$ cat src/rtl/irqm_pkg.sv
package irqm_pkg;
    typedef enum logic [1:0] {
        CH_IDLE  = 2'd0,
        CH_PEND  = 2'd1,
        CH_ACKED = 2'd2
    } ch_state_e;

    localparam int CFG_ADDR_W = 6;
    localparam int CFG_DATA_W = 32;
    localparam int CFG_LANES  = CFG_DATA_W / 8;

    localparam logic [7:0] LEG0_OFS  = 8'h50;
    localparam logic [7:0] LEG1_OFS  = 8'h57;
    localparam logic [7:0] MODE_OFS  = 8'h71;

    localparam int LEG0_BIT  = 2;
    localparam int LEG1_BIT  = 4;
    localparam int MODE_ST0  = 2;
    localparam int MODE_ST1  = 3;
    localparam int MODE_BLK0 = 4;
    localparam int MODE_BLK1 = 5;
endpackage

$ cat src/rtl/irqm_chan_fsm.sv
module irqm_chan_fsm
    import irqm_pkg::*;
(
    input  logic clk,
    input  logic rst_n,
    input  logic req,
    input  logic clr,
    output logic pend
);
    ch_state_e state_q, state_d;

    always_ff @(posedge clk) begin
        if (!rst_n) state_q <= CH_IDLE;
        else        state_q <= state_d;
    end

    always_comb begin
        state_d = state_q;
        unique case (state_q)
            CH_IDLE:  state_d = req ? CH_PEND : CH_IDLE;
            CH_PEND: begin
                if (!req)     state_d = CH_IDLE;
                else if (clr) state_d = CH_ACKED;
                else          state_d = CH_PEND;
            end
            CH_ACKED: state_d = req ? CH_ACKED : CH_IDLE;
            default:  state_d = CH_IDLE;
        endcase
    end

    always_comb begin
        pend = (state_q == CH_PEND);
    end

    // a rising line always lands in PEND, even with a clear in the same cycle
    a_r2_rise_to_pend: assert property (@(posedge clk) disable iff (!rst_n)
        (state_q == CH_IDLE && req) |=> pend);
    // a falling line always drops the flag
    a_r3_fall_clears: assert property (@(posedge clk) disable iff (!rst_n)
        (state_q != CH_IDLE && !req) |=> !pend);
    // an acknowledged channel stays quiet while its line is held
    a_r6_ack_sticks: assert property (@(posedge clk) disable iff (!rst_n)
        (state_q == CH_ACKED && req) |=> !pend);
    // only a line edge can raise the flag
    a_r4_no_set_by_write: assert property (@(posedge clk) disable iff (!rst_n)
        (!pend && !(state_q == CH_IDLE && req)) |=> !pend);
endmodule

$ cat src/rtl/irqm_cfg_port.sv
module irqm_cfg_port
    import irqm_pkg::*;
#(
    parameter int         ADDR_W = CFG_ADDR_W,
    parameter logic [7:0] L0_OFS = LEG0_OFS,
    parameter logic [7:0] L1_OFS = LEG1_OFS,
    parameter logic [7:0] MD_OFS = MODE_OFS
) (
    input  logic                  clk,
    input  logic                  rst_n,
    input  logic                  we,
    input  logic [ADDR_W-1:0]     addr,
    input  logic [CFG_LANES-1:0]  be,
    input  logic [CFG_DATA_W-1:0] wdata,
    input  logic [1:0]            pend,
    output logic [1:0]            clr,
    output logic [1:0]            blk_q,
    output logic [CFG_DATA_W-1:0] rdata
);
    localparam logic [ADDR_W-1:0] L0_WORD = ADDR_W'(L0_OFS >> 2);
    localparam logic [ADDR_W-1:0] L1_WORD = ADDR_W'(L1_OFS >> 2);
    localparam logic [ADDR_W-1:0] MD_WORD = ADDR_W'(MD_OFS >> 2);
    localparam int L0_LANE = int'(L0_OFS[1:0]);
    localparam int L1_LANE = int'(L1_OFS[1:0]);
    localparam int MD_LANE = int'(MD_OFS[1:0]);

    logic [7:0] l0_wbyte, l1_wbyte, md_wbyte;
    logic       l0_hit, l1_hit, md_hit;
    logic [7:0] l0_rbyte, l1_rbyte, md_rbyte;

    always_comb begin
        l0_wbyte = wdata[8*L0_LANE +: 8];
        l1_wbyte = wdata[8*L1_LANE +: 8];
        md_wbyte = wdata[8*MD_LANE +: 8];
        l0_hit   = we && (addr == L0_WORD) && be[L0_LANE];
        l1_hit   = we && (addr == L1_WORD) && be[L1_LANE];
        md_hit   = we && (addr == MD_WORD) && be[MD_LANE];
        clr[0]   = (l0_hit && l0_wbyte[LEG0_BIT]) || (md_hit && md_wbyte[MODE_ST0]);
        clr[1]   = (l1_hit && l1_wbyte[LEG1_BIT]) || (md_hit && md_wbyte[MODE_ST1]);
    end

    always_ff @(posedge clk) begin
        if (!rst_n) begin
            blk_q <= 2'b00;
        end else if (md_hit) begin
            blk_q <= {md_wbyte[MODE_BLK1], md_wbyte[MODE_BLK0]};
        end
    end

    always_comb begin
        l0_rbyte = 8'h00;
        l1_rbyte = 8'h00;
        md_rbyte = 8'h00;
        l0_rbyte[LEG0_BIT]  = pend[0];
        l1_rbyte[LEG1_BIT]  = pend[1];
        md_rbyte[MODE_ST0]  = pend[0];
        md_rbyte[MODE_ST1]  = pend[1];
        md_rbyte[MODE_BLK0] = blk_q[0];
        md_rbyte[MODE_BLK1] = blk_q[1];
        rdata = '0;
        if (addr == L0_WORD) rdata[8*L0_LANE +: 8] = rdata[8*L0_LANE +: 8] | l0_rbyte;
        if (addr == L1_WORD) rdata[8*L1_LANE +: 8] = rdata[8*L1_LANE +: 8] | l1_rbyte;
        if (addr == MD_WORD) rdata[8*MD_LANE +: 8] = rdata[8*MD_LANE +: 8] | md_rbyte;
    end

    // block bits move only on an enabled write to the mode byte
    a_r7_block_hold: assert property (@(posedge clk) disable iff (!rst_n)
        !(we && addr == MD_WORD && be[MD_LANE]) |=> $stable(blk_q));
endmodule

$ cat src/rtl/chan_irq_mirror.sv
module chan_irq_mirror
    import irqm_pkg::*;
(
    input  logic        clk,
    input  logic        rst_n,
    input  logic [1:0]  chan_req,
    input  logic        cfg_we,
    input  logic [5:0]  cfg_addr,
    input  logic [3:0]  cfg_be,
    input  logic [31:0] cfg_wdata,
    output logic [31:0] cfg_rdata,
    output logic        irq_out
);
    localparam int NCH = 2;

    logic [NCH-1:0] pend;
    logic [NCH-1:0] clr;
    logic [NCH-1:0] blk;

    irqm_cfg_port u_port (
        .clk   (clk),
        .rst_n (rst_n),
        .we    (cfg_we),
        .addr  (cfg_addr),
        .be    (cfg_be),
        .wdata (cfg_wdata),
        .pend  (pend),
        .clr   (clr),
        .blk_q (blk),
        .rdata (cfg_rdata)
    );

    for (genvar c = 0; c < NCH; c++) begin : g_ch
        irqm_chan_fsm u_fsm (
            .clk   (clk),
            .rst_n (rst_n),
            .req   (chan_req[c]),
            .clr   (clr[c]),
            .pend  (pend[c])
        );
    end

    always_comb begin
        irq_out = |(pend & ~blk);
    end

    // both channels blocked keeps the line low
    a_r8_all_blocked_quiet: assert property (@(posedge clk) disable iff (!rst_n)
        (&blk) |-> !irq_out);
    // a pending unblocked channel drives the line
    a_r8_unblocked_drives: assert property (@(posedge clk) disable iff (!rst_n)
        ((pend[0] && !blk[0]) || (pend[1] && !blk[1])) |-> irq_out);
endmodule

$ cat config.mk
export PLATFORM = sky130hd
export DESIGN_NAME = chan_irq_mirror
export DESIGN_NICKNAME = d
export VERILOG_FILES = /design/src/rtl/irqm_pkg.sv /design/src/rtl/irqm_chan_fsm.sv /design/src/rtl/irqm_cfg_port.sv /design/src/rtl/chan_irq_mirror.sv
export SDC_FILE = /design/constraint.sdc
export NUM_CORES = 1
export LEC_CHECK = 0
export BUFFER_PORTS_ARGS = -buffer_cell sky130_fd_sc_hd__buf_2
export CAP_MARGIN = 20
export CORE_MARGIN = 2
export CORE_UTILIZATION = 25
export CTS_BUF_LIST = sky130_fd_sc_hd__clkbuf_16
export DETAILED_ROUTE_END_ITERATION = 10
export HOLD_SLACK_MARGIN = 0.1
export PLACE_DENSITY = 0.69
export SKIP_LAST_GASP = 1
export SLEW_MARGIN = 10
export SYNTH_ARGS = -nofsm -noshare
export SYNTH_HDL_FRONTEND = slang
export SYNTH_SLANG_ARGS = --single-unit
export TNS_END_PERCENT = 20
$ cat constraint.sdc
create_clock -name clk -period 1 [get_ports clk]
set_clock_uncertainty 0.15 [all_clocks]
set_input_delay 0.05 -clock clk [delete_from_list [all_inputs] [get_ports clk]]
set_output_delay 0.05 -clock clk [all_outputs]
set_load 0.03 [all_outputs]
# After elaboration in Yosys (flattened, before gate mapping)
# Cells that the tools add are included.
# word_totals
output_inout_bits	33
reg_bits	6
word_cells	40
# classes
n_bitwise	2
n_eq_ne	7
n_reduce_logical	15
mux	13
# op_table
operator	count
== test 6 x 5 -> 1 bit, second input constant	3
two-way mux 2 bit	6
case mux 2 bit (3 select lines)	2
logical AND 1 bit	10
two-way mux 6 bit	1
two-way mux 5 bit	1
== test 2 x 1 -> 1 bit, second input constant	2
== test 2 bit, second input constant	2
zero test 2 bit	2
two-way mux 3 bit	1
AND 2 bit	1
logical OR 1 bit	2
two-way mux 1 bit	2
NOT 2 bit	1
OR reduction 2 bit	1

# Depth between registers and ports, before layout
# depth
word_depth	8
mapped_depth	4

# Modules after synthesis
# A second synthesis with hierarchy kept.
# hier_totals
cells_unflattened	74
hier_area_um2	591.8
# modules_own_cells
mod	area_each_um2	cells_per_inst	n_inst
irqm_cfg_port	414.1	55	1
irqm_chan_fsm	78.8	8	2
chan_irq_mirror	20.0	3	1

# Worst setup path before layout
# No wires, ideal clock.
# synth_timing
kind	reg-to-output
from	register g_ch[1].u_fsm.state_q[1]
to	output port cfg_rdata[28]
path_stages_with_launch	3
path_slack_ps	-576
arrival_ps	1376
path_buffers	0
required_ps	800
cell_sequence	dfxtp_1 > nand2b_1 > nor4_1
# synth_between
elab_chain_cells	2
# synth_rtl
element	line	source
from (decl)	irqm_chan_fsm.sv:10	ch_state_e state_q, state_d;
from (signal assigned)	irqm_chan_fsm.sv:14	else state_q <= state_d;
== test 2 x 1 -> 1 bit	irqm_chan_fsm.sv:32	pend = (state_q == CH_PEND);
two-way mux 5 bit	irqm_cfg_port.sv:62	if (addr == L1_WORD) rdata[8*L1_LANE +: 8] = rdata[8*L1_LANE +: 8] | l1_rbyte;
to (decl)	chan_irq_mirror.sv:11	output logic [31:0] cfg_rdata,
# Every way passes these cells.

# Worst setup path after layout
# Same ends and word-level chain as after synthesis.

==> impl_results.md <==
- Top_reg_cell synth: dfxtp_1
- Ys Warns: 0
- Via count: 582
- CTS sink count: 6
- Core Rows: 17
- Violated checks: negative hold slack, negative setup slack
- Clk_lat worst skew: 0.23 ns
- Endpoint class of the critical path: output pin
- Synth area leaders: buf_4 32%, dfxtp_1 20%, a2111oi_4 4.5%, nand3_1 3.3%, nand3b_4 3.3%
- Final non-filler cell total: 140
- Max stage delay cell, worst path: dfxtp_1
- CP top delay family: flip-flops
- Antenna Cells: 0
- IO Count: 80
- Post-CTS Hold Fix Bufs: 3
- Buffers and inverters on the worst path: 1
- Fmax: 834 MHz
- CTS tree: built
- Synth area leader: buf_4
- Clock-pin slew on the worst setup and hold paths: 0.03 ns
- DR DRC count: 0
- Startpoint Class: register
- H-tree Lvls: 1
- IO buf count: 26
- Dpl cell area: 756 um2
- Tcrit/Tclk final: 1.20
- Clk root buf: clkbuf_16
- EDFF count, synth: 0
- Final worst slack: -0.200 ns
- Total power: 1.16 mW
- Detailed Route WL: 1.35 mm
- Pwr per Cell Area: 1260 nW/um2
- Netlist Area Pre-Place: 614 um2
- Post-synth top cells: 26 x buf_4, 6 x dfxtp_1, 4 x nand2_1, 4 x nand3_1, 4 x nor2_1
- Synth top area share: 0.318
- Global-route total usage across every layer: 0.102
- Initial Util: 0.270
- CTS Buf Count: 3
- Final hold vios: 2
- Largest net degree at the start of global routing: 9
- Via density: 4.16
- Worst setup startpoint: g_ch[1].u_fsm.state_q[1]
- Final TNS setup: -1.59 ns
- Worst r2r src: g_ch[0].u_fsm.state_q[0]
- Final hold slack: -0.0635 ns
- Area growth, synth to finish: 50.5%
- Dpl ws: -0.194 ns
- Synth Register Bits: 6
- Max Slew Vio Count: 0
- CTS Buffer Depth: 2
- CP peak stage delay: 0.30 ns
- Final net count: 161
- Post-route ant nets: 0
- Final setup violation count: 11
- Total gr overflow: 0
- Worst-path cell chain: nand2b_4, nor4_4, buf_4
- Status: complete, but fails checks
- Util after Layout: 0.406
- # placed instances: 132
- Asr flop ratio synth: 0
- Hold_sp: chan_req[1]
- Synthesized netlist cell count: 74
- Avg Inst Size Synth: 8.30 um2
- Crit-path max FO: 3
- Minimum clock period: 1.20 ns
- First-pass GRT wire length: 2.04 mm
- Final Wtd Congestion: 0.763
- Final instance area: 925 um2
- Layout cell share with drive strength beyond 1: 0.500
- Worst EP arrival: 1.00 ns
- Vias in the first global route: 486
- VDD IR-drop max: 0.625 mV
- Core area: 2280 um2
- RSZ-0062 raised after global routing: true
- Yosys cell types: 28
- Worst Path Class, Setup: register to output pin
- Min-delay worst type: primary input to register
- First-pass DRT Iterations: 3
- Routed len/inst: 9.61 um
- Hpwl dp: 1.12 mm
- Lkg Pwr: 0.445 nW
- Initial antenna violation count: 0
- Worst Path Required: 0.80 ns
- Max_cap viols: 0
- Die width: 53.6 um
- Post-synthesis sequential area ratio: 0.196
- Most frequent cell after synthesis: buf_4
- Drt initial violations: 7
- Die height: 53.6 um
- Die Area: 2870 um2
==> placed cells by master (no fill, tap or decap), drive strengths merged, types with 3 or more instances in the layout <==
| cell | instances |
|---|---|
| clkbuf | 3 |
| dlygate4sd3 | 3 |
| nor4 | 4 |
| buf | 35 |
| nand3 | 4 |
| nor2 | 4 |
| conb | 26 |
| nand2 | 4 |
| dfxtp | 6 |
==> cell type report <==
cell class	instances	area [um2]
sequential	6	124
fill	228	1350
multi-input combinational	64	442
inverter	1	3.75
clock buffer	3	75.1
timing repair buffer	38	245
tap	28	35.0
==> power breakdown <==
group          switching [mW]  internal (mW)  total [mW]
Combinational           0.201         0.0756       0.277
Clock                   0.122          0.512       0.634
Sequential            0.00661          0.247       0.253
==> worst paths after layout <==
kind                                   end  slack (ns)  cells after the start
hold reg to reg   g_ch[0].u_fsm.state_q[0]        0.36                      2
hold / removal    g_ch[1].u_fsm.state_q[0]       -0.06                      3
setup reg to reg  g_ch[0].u_fsm.state_q[1]       -0.15                      3
setup / recovery             cfg_rdata[28]       -0.20                      3
==> registers in the layout, indices dropped and copies added (netlist names) <==
name	flops
g_ch.u_fsm.state_q	4
u_port.blk_q	2
==> worst reg2reg max path, cell delays in order (launching register included) <==
cell,delay (ns)
dfxtp_2,0.36
nand2_1,0.10
a2111oi_4,0.34
a21o_1,0.15
==> layer usage <==
layer  up-vias  wire (um)  global-route usage
met2        42        587               0.171
met3         3        163              0.0167
li1        286          -                   -
met5         -          0                   0
met4         0         29              0.0769
met1       251        565               0.115
==> cells by family (layout without fill, tap and decap cells) <==
group           Yosys count  count (layout)  synth area share
compound gates            9               9             0.130
buf+inv                  29              42             0.350
flops                     6               6             0.196
other cells               1              26           0.00610
simple gates             29              29             0.318
==> timing repair <==
item,in CTS,in global routing
setup endpoints to repair,11,11
hold endpoints to repair,6,3
setup buffers,0,2
gates resized for setup,8,8
Power figures use the tool's default switching activity.
